### src/rtl/pmon_i2c_pkg.sv
package pmon_i2c_pkg;

    localparam int SAMPLE_W = 12;
    localparam int N_EXT    = 3;
    localparam logic [4:0] ADDR_PREFIX = 5'b01011;

    typedef enum logic [2:0] {
        ST_IDLE,
        ST_ADDR,
        ST_ADDR_ACK,
        ST_WR_BYTE,
        ST_WR_ACK,
        ST_RD_BYTE,
        ST_RD_ACK
    } link_state_e;

    typedef struct packed {
        logic [7:0] b0;
        logic [7:0] b1;
        logic [7:0] b2;
        logic [1:0] len;
    } tx_frame_t;

    function automatic tx_frame_t pack_frame(
        input logic [6:0]          cmd,
        input logic [SAMPLE_W-1:0] v,
        input logic [SAMPLE_W-1:0] c,
        input logic [7:0]          st
    );
        tx_frame_t f;
        logic v_on;
        logic i_on;
        v_on = cmd[0] | cmd[1];
        i_on = cmd[2] | cmd[3];
        f = '0;
        if (cmd[6] || !(v_on || i_on)) begin
            f.b0  = st;
            f.len = 2'd1;
        end else if (v_on && i_on) begin
            f.b0  = v[11:4];
            f.b1  = c[11:4];
            f.b2  = {v[3:0], c[3:0]};
            f.len = 2'd3;
        end else if (v_on) begin
            f.b0  = v[11:4];
            f.b1  = {v[3:0], 4'h0};
            f.len = 2'd2;
        end else begin
            f.b0  = c[11:4];
            f.b1  = {c[3:0], 4'h0};
            f.len = 2'd2;
        end
        return f;
    endfunction

    function automatic logic [7:0] frame_byte(input tx_frame_t f, input logic [1:0] idx);
        case (idx)
            2'd0:    return f.b0;
            2'd1:    return f.b1;
            default: return f.b2;
        endcase
    endfunction

    function automatic logic [7:0] ext_reset(input int idx);
        return (idx == 1) ? 8'hFF : 8'h00;
    endfunction

endpackage

### src/rtl/pmon_glitch_filter.sv
module pmon_glitch_filter #(
    parameter int FILT_LEN = 8
) (
    input  logic clk,
    input  logic rst,
    input  logic raw_i,
    output logic clean_o
);
    localparam int CNT_W = $clog2(FILT_LEN + 1);

    logic [1:0]       sync_q;
    logic [CNT_W-1:0] cnt_q;
    logic             clean_q;

    always_ff @(posedge clk) begin
        if (rst) begin
            sync_q  <= 2'b11;
            cnt_q   <= '0;
            clean_q <= 1'b1;
        end else begin
            sync_q <= {sync_q[0], raw_i};
            if (sync_q[1] == clean_q) begin
                cnt_q <= '0;
            end else if (cnt_q == CNT_W'(FILT_LEN - 1)) begin
                clean_q <= sync_q[1];
                cnt_q   <= '0;
            end else begin
                cnt_q <= cnt_q + 1'b1;
            end
        end
    end

    assign clean_o = clean_q;

    // the clean level only moves after a full run of differing samples
    p_filter_run_r11: assert property (@(posedge clk) disable iff (rst)
        (clean_q != $past(clean_q)) |-> ($past(cnt_q) == CNT_W'(FILT_LEN - 1)));

endmodule

### src/rtl/pmon_cmd_regs.sv
module pmon_cmd_regs
    import pmon_i2c_pkg::*;
(
    input  logic       clk,
    input  logic       rst,
    input  logic       wr_valid_i,
    input  logic       wr_first_i,
    input  logic [7:0] wr_byte_i,
    output logic [6:0] cmd_o,
    output logic       cmd_wr_o,
    output logic [7:0] ext_o [N_EXT]
);
    logic [6:0]       cmd_q;
    logic             cmd_wr_q;
    logic [1:0]       ptr_q;
    logic             ptr_vld_q;
    logic [N_EXT-1:0] ext_we;

    always_ff @(posedge clk) begin
        if (rst) begin
            cmd_q     <= '0;
            cmd_wr_q  <= 1'b0;
            ptr_q     <= '0;
            ptr_vld_q <= 1'b0;
        end else begin
            cmd_wr_q <= 1'b0;
            if (wr_valid_i) begin
                if (wr_first_i) begin
                    if (!wr_byte_i[7]) begin
                        cmd_q     <= wr_byte_i[6:0];
                        cmd_wr_q  <= 1'b1;
                        ptr_vld_q <= 1'b0;
                    end else begin
                        ptr_q     <= wr_byte_i[1:0];
                        ptr_vld_q <= 1'b1;
                    end
                end else begin
                    ptr_vld_q <= 1'b0;
                end
            end
        end
    end

    for (genvar g = 0; g < N_EXT; g++) begin : g_ext
        logic [7:0] reg_q;
        assign ext_we[g] = wr_valid_i && !wr_first_i && ptr_vld_q && (ptr_q == 2'(g));
        always_ff @(posedge clk) begin
            if (rst)            reg_q <= ext_reset(g);
            else if (ext_we[g]) reg_q <= wr_byte_i;
        end
        assign ext_o[g] = reg_q;
    end

    assign cmd_o    = cmd_q;
    assign cmd_wr_o = cmd_wr_q;

    // a command strobe carries the byte that arrived just before
    p_cmd_store_r3: assert property (@(posedge clk) disable iff (rst)
        cmd_wr_q |-> (cmd_q == $past(wr_byte_i[6:0])));

    // at most one destination is written per byte
    p_single_dest_r4: assert property (@(posedge clk) disable iff (rst)
        $onehot0({ext_we, wr_valid_i && wr_first_i && !wr_byte_i[7]}));

endmodule

### src/rtl/pmon_i2c_link.sv
module pmon_i2c_link
    import pmon_i2c_pkg::*;
(
    input  logic       clk,
    input  logic       rst,
    input  logic       scl_i,
    input  logic       sda_i,
    input  logic [1:0] strap_i,
    input  logic       busy_i,
    input  tx_frame_t  frame_i,
    output logic       sda_oe_o,
    output logic       wr_valid_o,
    output logic       wr_first_o,
    output logic [7:0] wr_byte_o
);
    link_state_e state_q;
    logic        scl_d, sda_d;
    logic [3:0]  cnt_q;
    logic [7:0]  shreg_q;
    logic [7:0]  txsh_q;
    logic        rw_q, first_q, mack_q, sda_oe_q;
    logic        wr_valid_q, wr_first_q;
    logic [7:0]  wr_byte_q;
    logic [1:0]  byte_idx_q;
    tx_frame_t   frame_q;

    logic scl_rise, scl_fall, start_evt, stop_evt, addr_hit;
    logic [7:0] next_byte;

    assign scl_rise  = scl_i & ~scl_d;
    assign scl_fall  = ~scl_i & scl_d;
    assign start_evt = scl_i & scl_d & sda_d & ~sda_i;
    assign stop_evt  = scl_i & scl_d & ~sda_d & sda_i;
    assign addr_hit  = (shreg_q[7:1] == {ADDR_PREFIX, strap_i});
    assign next_byte = frame_byte(frame_q, byte_idx_q);

    always_ff @(posedge clk) begin
        if (rst) begin
            scl_d      <= 1'b1;
            sda_d      <= 1'b1;
            state_q    <= ST_IDLE;
            cnt_q      <= '0;
            shreg_q    <= '0;
            txsh_q     <= '0;
            rw_q       <= 1'b0;
            first_q    <= 1'b0;
            mack_q     <= 1'b0;
            sda_oe_q   <= 1'b0;
            wr_valid_q <= 1'b0;
            wr_first_q <= 1'b0;
            wr_byte_q  <= '0;
            byte_idx_q <= '0;
            frame_q    <= '0;
        end else begin
            scl_d      <= scl_i;
            sda_d      <= sda_i;
            wr_valid_q <= 1'b0;
            if (start_evt) begin
                state_q  <= ST_ADDR;
                cnt_q    <= '0;
                sda_oe_q <= 1'b0;
            end else if (stop_evt) begin
                state_q  <= ST_IDLE;
                sda_oe_q <= 1'b0;
            end else begin
                case (state_q)
                    ST_ADDR, ST_WR_BYTE: begin
                        if (scl_rise && cnt_q != 4'd8) begin
                            shreg_q <= {shreg_q[6:0], sda_i};
                            cnt_q   <= cnt_q + 1'b1;
                        end else if (scl_fall && cnt_q == 4'd8) begin
                            if (state_q == ST_ADDR) begin
                                if (addr_hit && !(shreg_q[0] && busy_i)) begin
                                    sda_oe_q <= 1'b1;
                                    state_q  <= ST_ADDR_ACK;
                                    rw_q     <= shreg_q[0];
                                    first_q  <= 1'b1;
                                    if (shreg_q[0]) frame_q <= frame_i;
                                end else begin
                                    state_q <= ST_IDLE;
                                end
                            end else begin
                                sda_oe_q   <= 1'b1;
                                state_q    <= ST_WR_ACK;
                                wr_valid_q <= 1'b1;
                                wr_first_q <= first_q;
                                wr_byte_q  <= shreg_q;
                                first_q    <= 1'b0;
                            end
                        end
                    end
                    ST_ADDR_ACK: begin
                        if (scl_fall) begin
                            if (rw_q) begin
                                state_q    <= ST_RD_BYTE;
                                sda_oe_q   <= ~frame_q.b0[7];
                                txsh_q     <= {frame_q.b0[6:0], 1'b0};
                                cnt_q      <= 4'd1;
                                byte_idx_q <= 2'd1;
                            end else begin
                                state_q  <= ST_WR_BYTE;
                                sda_oe_q <= 1'b0;
                                cnt_q    <= '0;
                            end
                        end
                    end
                    ST_WR_ACK: begin
                        if (scl_fall) begin
                            sda_oe_q <= 1'b0;
                            state_q  <= ST_WR_BYTE;
                            cnt_q    <= '0;
                        end
                    end
                    ST_RD_BYTE: begin
                        if (scl_fall) begin
                            if (cnt_q != 4'd8) begin
                                sda_oe_q <= ~txsh_q[7];
                                txsh_q   <= {txsh_q[6:0], 1'b0};
                                cnt_q    <= cnt_q + 1'b1;
                            end else begin
                                sda_oe_q <= 1'b0;
                                state_q  <= ST_RD_ACK;
                            end
                        end
                    end
                    ST_RD_ACK: begin
                        if (scl_rise) begin
                            mack_q <= ~sda_i;
                        end else if (scl_fall) begin
                            if (mack_q && byte_idx_q < frame_q.len) begin
                                sda_oe_q   <= ~next_byte[7];
                                txsh_q     <= {next_byte[6:0], 1'b0};
                                cnt_q      <= 4'd1;
                                byte_idx_q <= byte_idx_q + 1'b1;
                                state_q    <= ST_RD_BYTE;
                            end else begin
                                state_q <= ST_IDLE;
                            end
                        end
                    end
                    default: ;
                endcase
            end
        end
    end

    assign sda_oe_o   = sda_oe_q;
    assign wr_valid_o = wr_valid_q;
    assign wr_first_o = wr_first_q;
    assign wr_byte_o  = wr_byte_q;

    // no SDA movement while SCL is high, apart from a bus-condition release
    p_sda_quiet_high_r12: assert property (@(posedge clk) disable iff (rst)
        ($past(scl_i) && !$past(start_evt || stop_evt)) |-> $stable(sda_oe_q));

    // a read address during a pending one-shot is left unacknowledged
    p_busy_refuse_r8: assert property (@(posedge clk) disable iff (rst)
        (state_q == ST_ADDR && scl_fall && cnt_q == 4'd8 && shreg_q[0] && busy_i
         && !start_evt && !stop_evt) |=> !sda_oe_q);

    // a start always lands in address matching with SDA released
    p_start_abort_r10: assert property (@(posedge clk) disable iff (rst)
        start_evt |=> (state_q == ST_ADDR && !sda_oe_q));

endmodule

### src/rtl/pmon_i2c_slave.sv
module pmon_i2c_slave
    import pmon_i2c_pkg::*;
#(
    parameter int FILT_LEN = 8
) (
    input  logic                clk,
    input  logic                rst,
    input  logic                scl_i,
    input  logic                sda_i,
    input  logic [1:0]          strap_i,
    input  logic                oneshot_busy_i,
    input  logic [SAMPLE_W-1:0] volt_i,
    input  logic [SAMPLE_W-1:0] curr_i,
    input  logic [7:0]          status_i,
    output logic                sda_oe_o,
    output logic [6:0]          cmd_o,
    output logic                cmd_wr_o,
    output logic [7:0]          alert_en_o,
    output logic [7:0]          alert_th_o,
    output logic [7:0]          ctrl_o
);
    localparam int N_LINES = 2;

    logic [N_LINES-1:0] raw_lines;
    logic [N_LINES-1:0] clean_lines;
    logic               wr_valid, wr_first;
    logic [7:0]         wr_byte;
    logic [7:0]         ext_regs [N_EXT];
    tx_frame_t          live_frame;

    assign raw_lines = {scl_i, sda_i};

    for (genvar g = 0; g < N_LINES; g++) begin : g_filt
        pmon_glitch_filter #(.FILT_LEN(FILT_LEN)) u_filt (
            .clk     (clk),
            .rst     (rst),
            .raw_i   (raw_lines[g]),
            .clean_o (clean_lines[g])
        );
    end

    assign live_frame = pack_frame(cmd_o, volt_i, curr_i, status_i);

    pmon_i2c_link u_link (
        .clk        (clk),
        .rst        (rst),
        .scl_i      (clean_lines[1]),
        .sda_i      (clean_lines[0]),
        .strap_i    (strap_i),
        .busy_i     (oneshot_busy_i),
        .frame_i    (live_frame),
        .sda_oe_o   (sda_oe_o),
        .wr_valid_o (wr_valid),
        .wr_first_o (wr_first),
        .wr_byte_o  (wr_byte)
    );

    pmon_cmd_regs u_regs (
        .clk        (clk),
        .rst        (rst),
        .wr_valid_i (wr_valid),
        .wr_first_i (wr_first),
        .wr_byte_i  (wr_byte),
        .cmd_o      (cmd_o),
        .cmd_wr_o   (cmd_wr_o),
        .ext_o      (ext_regs)
    );

    assign alert_en_o = ext_regs[0];
    assign alert_th_o = ext_regs[1];
    assign ctrl_o     = ext_regs[2];

endmodule

### config.mk
export PLATFORM = sky130hd
export DESIGN_NAME = pmon_i2c_slave
export DESIGN_NICKNAME = d
export VERILOG_FILES = /design/src/rtl/pmon_i2c_pkg.sv /design/src/rtl/pmon_glitch_filter.sv /design/src/rtl/pmon_cmd_regs.sv /design/src/rtl/pmon_i2c_link.sv /design/src/rtl/pmon_i2c_slave.sv
export SDC_FILE = /design/constraint.sdc
export NUM_CORES = 1
export LEC_CHECK = 0
export ABC_AREA = 1
export ABC_CLOCK_PERIOD_IN_PS = 2400
export CELL_PAD_IN_SITES_DETAIL_PLACEMENT = 1
export CELL_PAD_IN_SITES_GLOBAL_PLACEMENT = 2
export CORE_MARGIN = 2
export CORE_UTILIZATION = 35
export CTS_BUF_LIST = sky130_fd_sc_hd__clkbuf_8 sky130_fd_sc_hd__clkbuf_16
export CTS_CLUSTER_DIAMETER = 150
export DETAILED_ROUTE_END_ITERATION = 7
export DONT_BUFFER_PORTS = 1
export HOLD_SLACK_MARGIN = 0.1
export PLACE_DENSITY = 0.75
export SLEW_MARGIN = 5
export SYNTH_ARGS = -nofsm -noshare
export SYNTH_HDL_FRONTEND = slang
export SYNTH_SLANG_ARGS = --single-unit
### constraint.sdc
create_clock -name clk -period 2.4 [get_ports clk]
set_input_delay 0.12 -clock clk [delete_from_list [all_inputs] [get_ports clk]]
set_output_delay 0.12 -clock clk [all_outputs]
set_load 0.01 [all_outputs]
After elaboration in Yosys (flattened, before gate mapping)

Cells that the tools add are included.

Flip-flop bits (word level): 116
Bits of input ports: 39
Output and inout bits: 33

$add $sub $neg: 4
Magnitude comparators: 1
Equality and inequality tests: 38
Multiplexer cells: 65
Bitwise operators: 27
Reductions and logical operators: 45

Operators by type and width:

| operator                                                               | count |
|---|---|
| 8-bit two-way mux                                                      | 9 |
| 16-bit two-way mux                                                     | 3 |
| 3-bit two-way mux                                                      | 11 |
| 4-bit two-way mux                                                      | 8 |
| 10-bit AND reduction                                                   | 3 |
| 8-bit case mux with 3 select lines                                     | 1 |
| 1-bit two-way mux                                                      | 21 |
| 4-bit by 1-bit != test with 1-bit output (second input constant)       | 5 |
| 4-bit case mux with 5 select lines                                     | 1 |
| 2-bit by 1-bit != test with 1-bit output (second input constant)       | 9 |
| 1-bit NOT                                                              | 18 |
| 9-bit AND reduction                                                    | 2 |
| 8-bit case mux with 2 select lines                                     | 1 |
| 8-bit AND reduction                                                    | 2 |
| 3-bit case mux with 5 select lines                                     | 1 |
| 2-bit two-way mux                                                      | 7 |
| 4-bit by 1-bit adder with 4-bit output (second input constant)         | 3 |
| 6-bit AND reduction                                                    | 2 |
| 3-bit OR reduction                                                     | 4 |
| 1-bit logical AND                                                      | 11 |
| 3-bit equality test (second input constant)                            | 3 |
| 4-bit by 3-bit equality test with 1-bit output (second input constant) | 2 |
| 2-bit != test (second input constant)                                  | 4 |
| 4-bit by 2-bit != test with 1-bit output (second input constant)       | 2 |
| other kinds (28)                                                       | 47 |

Longest topological paths before layout

Gate-level depths: netlist of the first run.

Depth in word-level cells: 10
Gate-level depth with buffers: 12

Cells and area by module

From an unflattened synthesis of the first run, not the netlist that was laid out.

Cells, all modules: 901
Area, all modules: 5831.8 µm²

By module, submodules not included:

| module             | instances | cells an instance | area an instance (µm²) | seq. area each (µm²) |
|---|---|---|---|---|
| pmon_i2c_link      | 1         | 539               | 3359.5                 | 1321.3 |
| pmon_cmd_regs      | 1         | 185               | 1425.1                 | 700.7 |
| pmon_i2c_slave     | 1         | 121               | 524.3                  | 0.0 |
| pmon_glitch_filter | 2         | 28                | 261.5                  | 140.1 |

Least setup slack after synthesis of the first run

Ideal clock, no wire load.

Kind: register -> register
Start point: reg u_link.cnt_q[0]
End point: reg u_link.cnt_q[0]
Setup time: 0.114 ns
Arrival time: 1.561 ns
Required time: 2.286 ns
Setup slack: 0.726 ns
Stages on the path, launching flop included: 11
Cell sequence: dfxtp_1 -> inv_1 -> ha_1 -> nand2_1 -> nor2_1 -> nor2_1 -> nor2_1 -> nor2_1 -> nand3_1 -> nor2_1 -> nor2_1

Cells in the longest elaborated chain, start to end: 4
Elaborated cells between the ends (all ways): 10
Those cells by class: add/sub: 1; eq/ne: 3; mux: 4; reduce/logical: 2

RTL lines:

| what                                                                                 | line                                      | RTL |
|---|---|---|
| start: declaration                                                                   | pmon_i2c_link.sv:18                       | `logic [3:0] cnt_q;` |
| start signal: assignment                                                             | pmon_i2c_link.sv:70                       | `cnt_q <= cnt_q + 1'b1;` |
| start signal: assignment                                                             | pmon_i2c_link.sv:119                      | `cnt_q <= cnt_q + 1'b1;` |
| 4-bit by 1-bit adder with 4-bit output / 4-bit != test (equally long branches)       | -                                         |  |
| 4-bit two-way mux / 1-bit logical AND (equally long branches)                        | pmon_i2c_link.sv:116, pmon_i2c_link.sv:68 |  |
| 4-bit two-way mux / 2-bit by 1-bit != test with 1-bit output (equally long branches) | -                                         |  |
| 4-bit case mux with 5 select lines / 10-bit AND reduction (equally long branches)    | -                                         |  |

Several ways; a longest one is shown, not always the timed one. The select of a mux whose other input is x is not followed.
A chain may end at the register's enable or synchronous reset.

Final worst setup path of the first run

Start point: reg u_regs.cmd_q[1], in the netlist u_regs.cmd_o[1]
End point: reg u_link.frame_q[25] (netlist name)

Cells in the longest elaborated chain, start to end: 5
Elaborated cells between the ends (all ways): 8
Those cells by class: mux: 3; bitwise: 1; reduce/logical: 4

RTL lines:

| what                     | line                | RTL |
|---|---|---|
| start: declaration       | pmon_cmd_regs.sv:13 | `logic [6:0] cmd_q;` |
| start signal: assignment | pmon_cmd_regs.sv:30 | `cmd_q <= wr_byte_i[6:0];` |
| 1-bit OR *               | pmon_i2c_pkg.sv:33  | `v_on = cmd[0] \| cmd[1];` |
| 1-bit logical OR         | pmon_i2c_pkg.sv:36  | `if (cmd[6] \|\| !(v_on \|\| i_on)) begin` |
| 1-bit logical NOT        | pmon_i2c_pkg.sv:36  |  |
| 1-bit logical OR         | pmon_i2c_pkg.sv:36  |  |
| 8-bit two-way mux *      | pmon_i2c_pkg.sv:36  |  |
| end signal: assignment   | pmon_i2c_link.sv:78 | `if (shreg_q[0]) frame_q <= frame_i;` |
| end: declaration         | pmon_i2c_link.sv:25 | `tx_frame_t frame_q;` |

Every way passes the cells marked *; elsewhere a longest branch is shown, timed or not.

==> impl_metrics.env, run 1 <==
export IMPL_clk_latency_ns=0.42
export IMPL_start_kind="flip-flop"
export IMPL_finalHoldViolCount=0
export IMPL_end_kind="flip-flop"
export IMPL_cap_violations=0
export IMPL_critPathArrivalTime_ns=2.42
export IMPL_grt_pass1_vias=5256
export IMPL_overflow=0
export IMPL_period_needed_ns=2.11
export IMPL_fp_row_count=45
export IMPL_cts_buffers=17
export IMPL_netlist_area_leader_share_pct=42.9
export IMPL_dieArea_sq_um=16300
export IMPL_fin_ws_ns=0.292
export IMPL_grt_pass1_wl_mm=26.2
export IMPL_async_flop_share_pct=0
export IMPL_ys_ff_latch=115
export IMPL_syn2layout_area_growth_pct=20.8
export IMPL_clockBufferDepth=2
export IMPL_chipHeight_um=128
export IMPL_track_usage_pct=20.2
export IMPL_final_layout_size_suffix_gt1_share_pct=9.71
export IMPL_post_place_ws_ns=0.238
export IMPL_htreeDepth=4
export IMPL_routed_wirelength_mm=15.6
export IMPL_grt_max_degree=45
export IMPL_yosysWarnings=0
export IMPL_dp_hpwl_mm=11.1
export IMPL_vias=5074
export IMPL_syn_nets=813
export IMPL_cp_max_fo=10
export IMPL_final_cell_mix="187 x nand2_1, 115 x dfxtp_1, 85 x inv_1"
export IMPL_min_path_type="input pin to flip-flop"
export IMPL_worst_pin_slew_ns=0.784
export IMPL_layout_cells_most_common="nand2_1"
export IMPL_netlist_area_sq_um=5370
export IMPL_fin_crit_sh_pct=87.8
export IMPL_io_buffers=0
export IMPL_leakagePower_uw=0.00272
export IMPL_max_freq_mhz=474
export IMPL_crit_path_max_incr_delay_ns=0.55
export IMPL_syn_inst=767
export IMPL_synthFlopType="dfxtp_1"
export IMPL_core_sq_um=15100
export IMPL_path_cells="nor2_1 -> a31oi_4 -> inv_1 -> nand2_1 -> nand2_1 -> dlygate4sd3_1 -> o21ai_1 -> nor2_1"
export IMPL_yosysTopAreaCell="dfxtp_1"
export IMPL_ioPinCount=72
export IMPL_yosysUniqueCellTypes=36
export IMPL_ir_drop_v=0.000528
export IMPL_cts_setup_buffers=0
export IMPL_antenna_found_initial=0
export IMPL_relSlewSlack_pct=47.2
export IMPL_routed_via_density=5.06
export IMPL_setup_tns_ns=0
export IMPL_rsz0062_at_grt="false"
export IMPL_critical_path_class="flip-flop to flip-flop"
export IMPL_final_nets=847
export IMPL_wl_per_cell_um=15.5
export IMPL_slew_viol_final=0
export IMPL_route_antenna_remaining_nets=0
export IMPL_setup_viol=0
export IMPL_cts_root_buf="clkbuf_16"
export IMPL_clk_pin_slew_ns=0.06
export IMPL_powerDensity_nw_per_um2=696
export IMPL_crit_slowest_cell="dlygate4sd3_1"
export IMPL_cts_sinks=115
export IMPL_status="complete, no violations"
export IMPL_cp_data_required_time_ns=2.71
export IMPL_antenna_cells=0
export IMPL_drc=0
export IMPL_synth_area_leaders="dfxtp_1 43%, nand2_1 13%, a21oi_1 6.4%, inv_1 6.0%, nor2_1 5.9%"
export IMPL_start_util_pct=35.6
export IMPL_ys_seq_area_share_pct=42.9
export IMPL_synth_avg_cell_area_sq_um=6.99
export IMPL_drt_iter0_drc=225
export IMPL_cts_tree="built"
export IMPL_synth_edf_count=0
export IMPL_gp_congestion=0.868
export IMPL_die_x_um=128
export IMPL_fin_skew_ns=0.00805
export IMPL_dr_pass1_iters=4
## flip-flops by register name, summed over array words and instances (netlist names), 4 cells and up
register,cells
u_regs.g_ext.reg_q,24
g_filt.u_filt.cnt_q,8
u_link.cnt_q,4
u_link.shreg_q,8
u_link.wr_byte_o,8
u_link.frame_q,26
u_link.txsh_q,7
u_regs.cmd_o,7
g_filt.u_filt.sync_q,4
## final cells by class
type                            count  area [sq um]
Clock inverter                     15           150
Fill cell                        1864          8610
Tap cell                          188           235
Inverter                           90           340
Clock buffer                       17           425
Timing Repair Buffer               44           425
Sequential cell                   115          2300
Multi-Input combinational cell    533          2600
## stage by stage
| stage | std cells | hold slack [ns] | utilization (%) | power [uW] | instance area (sq um) |
|---|---|---|---|---|---|
| after floorplan | 767 | 0.224 | - | 2020 | 5370 |
| after global placement | 936 | 0.196 | 36.7 | 2030 | 5540 |
| after detailed placement | 936 | 0.196 | 36.7 | 2030 | 5540 |
| after CTS | 1002 | 0.102 | 42.8 | 4570 | 6460 |
| after global routing | 1002 | 0.160 | 42.9 | 4670 | 6480 |
| final | 1002 | 0.110 | 42.9 | 4510 | 6480 |
## critical path: cells and delay by family, from the launching register on
family	cells	cell delay (ns)
buf+inv	2	0.76
flops	1	0.44
compound gates	2	0.44
simple gates	4	0.34
## synth_stat cells, types with 2 or more instances
library cell	count
nor2_1	84
dfxtp_1	115
buf_4	2
a21boi_0	3
nor2_4	4
nand4_1	25
or2_2	4
o21ai_0	59
xor2_1	3
inv_2	2
a21oi_1	69
buf_2	3
clkbuf_1	21
nand2_1	189
nor3_1	5
nand2_2	5
inv_1	86
nor3b_1	2
nand2_4	3
buf_6	3
nor2_2	9
o211ai_1	16
ha_1	7
nand3_1	28
o21ai_1	9
## cells by family after synthesis
logic type      Yosys count  share of synthesized area (%)
simple gates            363                           29.9
compound gates          159                           15.9
buf+inv                 119                           9.00
flops                   115                           42.9
fa+ha+maj                 7                           1.63
xor+xnor                  4                          0.653
## worst paths after layout
| kind | from | to | slack [ns] | cells after the start |
|---|---|---|---|---|
| setup / recovery | u_regs.cmd_o[1] | u_link.frame_q[25] | 0.29 | 8 |
| hold / removal | volt_i[6] | u_link.frame_q[20] | 0.11 | 6 |
| setup reg to reg | u_regs.cmd_o[1] | u_link.frame_q[25] | 0.29 | 8 |
| hold reg to reg | g_filt[0].u_filt.sync_q[0] | g_filt[0].u_filt.sync_q[1] | 0.42 | 1 |
## what timing repair did
action / in CTS / in global routing
gates resized for setup: 0 / 3
hold buffers: 34 / 0
setup endpoints to repair: 0 / 9
endpoints found under the hold margin: 45 / 0
## layer usage
metal,vias to the layer above,part of all wire [%],global-route usage [%]
li1,2560,-,-
met1,2415,47,25.7
met2,86,48,34.4
met3,13,3.5,3.80
met4,0,1.0,7.05
met5,-,0,0
## power breakdown
group	switching (uW)	internal [uW]	leakage, uW
Combinational	66.6	62.0	0.00151
Sequential	2.10	1910	0.000927
Clock	1010	1460	0.000280
Power figures use the tool's default switching activity.
==> inputs of run 2 (changes only) <==
--- a/config.mk
+++ b/config.mk
@@ -6,17 +6,17 @@
 export NUM_CORES = 1
 export LEC_CHECK = 0
 export ABC_AREA = 1
-export ABC_CLOCK_PERIOD_IN_PS = 2400
+export ABC_CLOCK_PERIOD_IN_PS = 1800
 export CELL_PAD_IN_SITES_DETAIL_PLACEMENT = 1
 export CELL_PAD_IN_SITES_GLOBAL_PLACEMENT = 2
 export CORE_MARGIN = 2
-export CORE_UTILIZATION = 35
+export CORE_UTILIZATION = 32
 export CTS_BUF_LIST = sky130_fd_sc_hd__clkbuf_8 sky130_fd_sc_hd__clkbuf_16
 export CTS_CLUSTER_DIAMETER = 150
 export DETAILED_ROUTE_END_ITERATION = 7
 export DONT_BUFFER_PORTS = 1
 export HOLD_SLACK_MARGIN = 0.1
-export PLACE_DENSITY = 0.75
+export PLACE_DENSITY = 0.72
 export SLEW_MARGIN = 5
 export SYNTH_ARGS = -nofsm -noshare
 export SYNTH_HDL_FRONTEND = slang
==> constraint.sdc (replaced) <==
create_clock -name clk -period 1.8 [get_ports clk]
set_input_delay 0.09 -clock clk [delete_from_list [all_inputs] [get_ports clk]]
set_output_delay 0.09 -clock clk [all_outputs]
set_load 0.01 [all_outputs]
==> run 2 against run 1 <==
  * Critical endpoint is now u_link.frame_q[0]
  * Sequential power is 33% higher
  * Die area is 9.1% higher
  * Sequential share of layout area is 1.5 points lower
  * Worst setup slack worse by 0.17 ns
  * Routed wire length is 2.8% higher
==> impl_metrics.env, run 2 (synthesis gave the netlist of run 1 again) <==
export IMPL_clockBufferDepth=2
export IMPL_setup_tns_ns=0
export IMPL_wl_per_cell_um=15.1
export IMPL_htreeDepth=4
export IMPL_clk_pin_slew_ns=0.06
export IMPL_leakagePower_uw=0.00283
export IMPL_drc=0
export IMPL_relSlewSlack_pct=55.5
export IMPL_reg2reg_slack_ns=0.12
export IMPL_cap_violations=0
export IMPL_finalHoldViolCount=0
export IMPL_worst_pin_slew_ns=0.660
export IMPL_syn2layout_area_growth_pct=26.2
export IMPL_route_antenna_remaining_nets=0
export IMPL_final_nets=870
export IMPL_clk_latency_ns=0.42
export IMPL_powerDensity_nw_per_um2=913
export IMPL_fin_crit_sh_pct=93.4
export IMPL_start_util_pct=32.6
export IMPL_core_sq_um=16500
export IMPL_fin_ws_ns=0.118
export IMPL_r2r_end="u_link.frame_q[0]"
export IMPL_cts_tree="built"
export IMPL_cp_endpoint="u_link.frame_q[0]"
export IMPL_routed_wirelength_mm=16.0
export IMPL_max_freq_mhz=595
export IMPL_cts_root_buf="clkbuf_16"
export IMPL_critical_path_class="flip-flop to flip-flop"
export IMPL_grt_max_degree=46
export IMPL_antenna_cells=0
export IMPL_layout_cells_most_common="nand2_1"
export IMPL_grt_pass1_wl_mm=26.6
export IMPL_overflow=0
export IMPL_post_place_ws_ns=-0.0510
export IMPL_cts_buffers=17
export IMPL_vias=5154
export IMPL_cp_max_fo=17
export IMPL_largest_reg_flops=26
export IMPL_ir_drop_v=0.000647
export IMPL_dr_pass1_iters=4
export IMPL_setup_viol=0
export IMPL_critPathArrivalTime_ns=2.00
export IMPL_regMostFlops="u_link.frame_q"
export IMPL_final_cell_mix="186 x nand2_1, 112 x dfxtp_1, 84 x inv_1"
export IMPL_grt_pass1_vias=5187
export IMPL_fp_row_count=47
export IMPL_rsz0062_at_grt="true"
export IMPL_gp_congestion=0.927
export IMPL_ff2ff_path_depth=11
export IMPL_crit_start="u_link.cnt_q[1]"
export IMPL_die_x_um=133
export IMPL_cp_data_required_time_ns=2.12
export IMPL_fin_skew_ns=0.00869
export IMPL_reg_top3="u_link.frame_q: 26 flops, u_regs.g_ext.reg_q: 24 flops"
export IMPL_drt_iter0_drc=211
export IMPL_chipHeight_um=133
export IMPL_start_kind="flip-flop"
export IMPL_min_path_type="input pin to flip-flop"
export IMPL_ioPinCount=72
export IMPL_dp_hpwl_mm=11.4
export IMPL_period_needed_ns=1.68
export IMPL_reg2reg_from="u_link.cnt_q[1]"
export IMPL_io_buffers=0
export IMPL_track_usage_pct=18.8
export IMPL_slew_viol_final=0
export IMPL_final_layout_size_suffix_gt1_share_pct=13.9
export IMPL_dieArea_sq_um=17800
export IMPL_antenna_found_initial=0
export IMPL_routed_via_density=4.88
export IMPL_end_kind="flip-flop"
export IMPL_status="complete, no violations"
export IMPL_cts_sinks=115
==> run 2: worst min-delay path by stage <==
stage | start | to | slack (ns) | cells after the start
global placement | rst | u_link.shreg_q[0] | 0.16 | 1
global route | volt_i[5] | u_link.frame_q[19] | 0.16 | 6
finish | curr_i[8] | u_link.frame_q[22] | 0.12 | 6
detailed placement | rst | u_link.rw_q | 0.17 | 1
floorplan | sda_i | g_filt[0].u_filt.sync_q[0] | 0.19 | 1
CTS | curr_i[8] | u_link.frame_q[22] | 0.10 | 6
==> run 2: where the power goes <==
group / total, uW / switching, uW / internal, uW
sequential: 2550 / 2.89 / 2550
clock: 3450 / 1330 / 2110
combinational: 176 / 93.1 / 83.1
total: 6180 / 1430 / 4750
==> run 2: what timing repair did <==
action | CTS | global route
setup buffers | 0 | 7
setup endpoints to repair | 5 | 47
hold buffers | 34 | 0
gates resized for setup | 2 | 22
endpoints found under the hold margin | 47 | 0
pin swaps | 0 | 10
==> run 2: metrics by stage <==
stage | power, uW | cells | utilization [%] | cell area, sq um | hold slack [ns]
5_1_grt | 6400 | 1057 | 41.1 | 6770 | 0.157
3_5_place_dp | 2710 | 984 | 34.6 | 5700 | 0.168
6_report | 6180 | 1057 | 41.1 | 6770 | 0.122
2_1_floorplan | 2690 | 767 | - | 5370 | 0.194
4_1_cts | 6270 | 1050 | 40.5 | 6660 | 0.102
3_3_place_gp | 2700 | 984 | 34.6 | 5700 | 0.163
==> run 2: metal layers <==
metal	up-vias	part of all wire (%)	track usage, %
met4	0	2.0	7.62
met2	74	47	30.1
met1	2453	48	24.7
met5	-	0	0
li1	2602	-	-
met3	25	2.9	4.07
==> run 2: worst max-delay path: stages, from the launching register on <==
cell     delay [ns]
dfxtp_2        0.33
inv_1          0.05
ha_2           0.15
nand2_1        0.06
nor2_2         0.15
nand2_2        0.08
buf_6          0.14
nor2_8         0.15
buf_6          0.19
nand3_1        0.12
nor2_1         0.11
nor2_1         0.05
==> run 2: area by class of cell <==
class	instances	area [sq um]
Fill cell	2051	9700
Multi-Input combinational cell	533	2630
Sequential cell	115	2310
Timing Repair Buffer	67	609
Clock buffer	18	439
Inverter	90	340
Tap cell	220	275
Clock inverter	14	166
==> inputs of run 3 (changes only) <==
--- a/config.mk
+++ b/config.mk
@@ -16,7 +16,7 @@
 export DETAILED_ROUTE_END_ITERATION = 7
 export DONT_BUFFER_PORTS = 1
 export HOLD_SLACK_MARGIN = 0.1
-export PLACE_DENSITY = 0.72
+export PLACE_DENSITY = 0.78
 export SLEW_MARGIN = 5
 export SYNTH_ARGS = -nofsm -noshare
 export SYNTH_HDL_FRONTEND = slang
==> run 3 against run 2 <==
  * Maximum frequency is 1.9% lower
  * Worst hold slack worse by 0.018 ns
  * Flip-flop and latch count stayed put
  * Critical path depth is 4 lower
  * First-iteration DRC count is 16% lower
  * Sequential share of layout area is 0.62 points lower
  * Register-to-register slack worse by 0.03 ns
  * Critical path type unchanged
  * Largest power group unchanged
==> impl_metrics.env, run 3 (synthesis gave the netlist of run 1 again) <==
export IMPL_routed_via_density=4.81
export IMPL_antenna_found_initial=0
export IMPL_cp_data_required_time_ns=2.14
export IMPL_gp_congestion=0.886
export IMPL_start_kind="flip-flop"
export IMPL_vias=5105
export IMPL_route_antenna_remaining_nets=0
export IMPL_crit_start="u_link.state_q[0]"
export IMPL_reg2reg_slack_ns=0.09
export IMPL_syn2layout_area_growth_pct=28.4
export IMPL_dieArea_sq_um=17800
export IMPL_drc=0
export IMPL_cp_endpoint="u_link.cnt_q[2]"
export IMPL_r2r_end="u_link.cnt_q[2]"
export IMPL_finalHoldViolCount=0
export IMPL_path_depth=7
export IMPL_clockBufferDepth=2
export IMPL_end_kind="flip-flop"
export IMPL_start_util_pct=32.6
export IMPL_critPathArrivalTime_ns=2.05
export IMPL_slew_viol_final=0
export IMPL_grt_pass1_wl_mm=26.5
export IMPL_track_usage_pct=18.7
export IMPL_cp_max_fo=7
export IMPL_reg2reg_from="u_link.state_q[0]"
export IMPL_dr_pass1_iters=4
export IMPL_crit_family="simple AND/OR/NAND/NOR gates"
export IMPL_final_layout_size_suffix_gt1_share_pct=14.3
export IMPL_routed_wirelength_mm=16.3
export IMPL_status="complete, no violations"
export IMPL_layout_cells_most_common="nand2_1"
export IMPL_cap_violations=0
export IMPL_crit_path_max_incr_delay_ns=0.42
export IMPL_final_cell_mix="186 x nand2_1, 114 x dfxtp_1, 86 x inv_1"
export IMPL_largest_reg_flops=26
export IMPL_min_path_type="input pin to flip-flop"
export IMPL_fin_crit_sh_pct=95.2
export IMPL_critical_path_class="flip-flop to flip-flop"
export IMPL_reg_top3="u_link.frame_q: 26 flops, u_regs.g_ext.reg_q: 24 flops"
export IMPL_instances_no_fill=1062
export IMPL_setup_viol=0
export IMPL_overflow=0
export IMPL_fin_ws_ns=0.0857
export IMPL_powerDensity_nw_per_um2=876
export IMPL_final_nets=875
export IMPL_chipHeight_um=133
export IMPL_dp_hpwl_mm=11.4
export IMPL_ir_drop_v=0.000607
export IMPL_die_x_um=133
export IMPL_ioPinCount=72
export IMPL_cts_sinks=115
export IMPL_max_freq_mhz=583
export IMPL_leakagePower_uw=0.00289
export IMPL_drt_iter0_drc=178
export IMPL_worst_pin_slew_ns=0.766
export IMPL_grt_max_degree=47
export IMPL_antenna_cells=0
export IMPL_period_needed_ns=1.71
export IMPL_core_sq_um=16500
export IMPL_n_fill_cell=2073
export IMPL_post_place_ws_ns=-0.0632
export IMPL_regMostFlops="u_link.frame_q"
export IMPL_crit_slowest_cell="dfxtp_1"
export IMPL_path_cells="inv_2 -> nand2_4 -> o21ai_0 -> or2_1 -> inv_1 -> nand4_1 -> a21oi_1"
export IMPL_relSlewSlack_pct=48.4
export IMPL_io_buffers=0
export IMPL_ff2ff_path_depth=7
export IMPL_fin_skew_ns=0.00621
export IMPL_fp_row_count=47
export IMPL_cts_tree="built"
export IMPL_cts_buffers=17
export IMPL_dp_cells=986
export IMPL_cts_root_buf="clkbuf_16"
export IMPL_clk_pin_slew_ns=0.05
export IMPL_htreeDepth=4
export IMPL_grt_pass1_vias=5317
export IMPL_wl_per_cell_um=15.4
export IMPL_worstPathBufferInverterCount=2
export IMPL_setup_tns_ns=0
export IMPL_clk_latency_ns=0.42
[run 3: cell types whose count changed in the layout (fill, tap and decap cells not counted), moves of 4 or more]
| cell | change |
|---|---|
| clkinv_2 | +4 |
| nor2_4 | +4 |
| o21ai_0 | -4 |
| o21ai_1 | +4 |
[run 3: worst min path at each step]
stage	startpoint	endpoint	slack, ns	cells past startpoint
finish	curr_i[10]	u_link.frame_q[24]	0.10	6
global route	curr_i[10]	u_link.frame_q[24]	0.14	6
CTS	curr_i[8]	u_link.frame_q[22]	0.11	6
detailed placement	rst	u_link.rw_q	0.17	1
global placement	rst	u_link.shreg_q[4]	0.17	1
floorplan	sda_i	g_filt[0].u_filt.sync_q[0]	0.19	1
[run 3: repair_timing]
item	CTS	global route
gates resized for setup	5	33
gates cloned	0	3
endpoints found under the hold margin	48	0
hold buffers	34	0
endpoints found under the setup margin	16	48
setup buffers	0	7
pin swaps	0	12
[run 3: area by class of cell]
cell class | instances | area [sq um] | area share (%)
clock buffer | 18 | 439 | 6.38
multi-input combinational | 534 | 2700 | 39.1
tap | 220 | 275 | 4.00
inverter | 90 | 340 | 4.94
sequential | 115 | 2300 | 33.4
timing repair buffer | 71 | 696 | 10.1
clock inverter | 14 | 138 | 2.00
[run 3: worst min-delay path, cell delays in order]
cell and delay [ns]:
nand2_1 0.04, nand2_1 0.07, nand2_1 0.05, nand2_1 0.07
o21ai_1 0.07, nor2_1 0.09
[run 3: where the power goes]
| group | switching, uW | leakage [uW] | total (uW) | internal [uW] |
|---|---|---|---|---|
| sequential | 3.44 | 0.000928 | 2560 | 2550 |
| clock | 1240 | 0.000289 | 3300 | 2060 |
| combinational | 94.3 | 0.00167 | 177 | 83.2 |
[run 3: through the flow]
stage	power, uW	hold WS [ns]	instance area, sq um	util [%]
6_report	6030	0.104	6890	41.8
5_1_grt	6230	0.139	6890	41.8
4_1_cts	6090	0.114	6670	40.5
3_5_place_dp	2710	0.170	5730	34.8
3_3_place_gp	2700	0.167	5730	34.8
2_1_floorplan	2690	0.194	5370	-
[run 3: per-layer routing]
metal / track usage (%) / wire [um] / vias to the layer above
li1: - / - / 2605
met1: 23.6 / 7580 / 2416
met3: 3.20 / 400 / 13
met5: 0 / 0 / -
met2: 31.9 / 8110 / 71
met4: 7.33 / 218 / 0
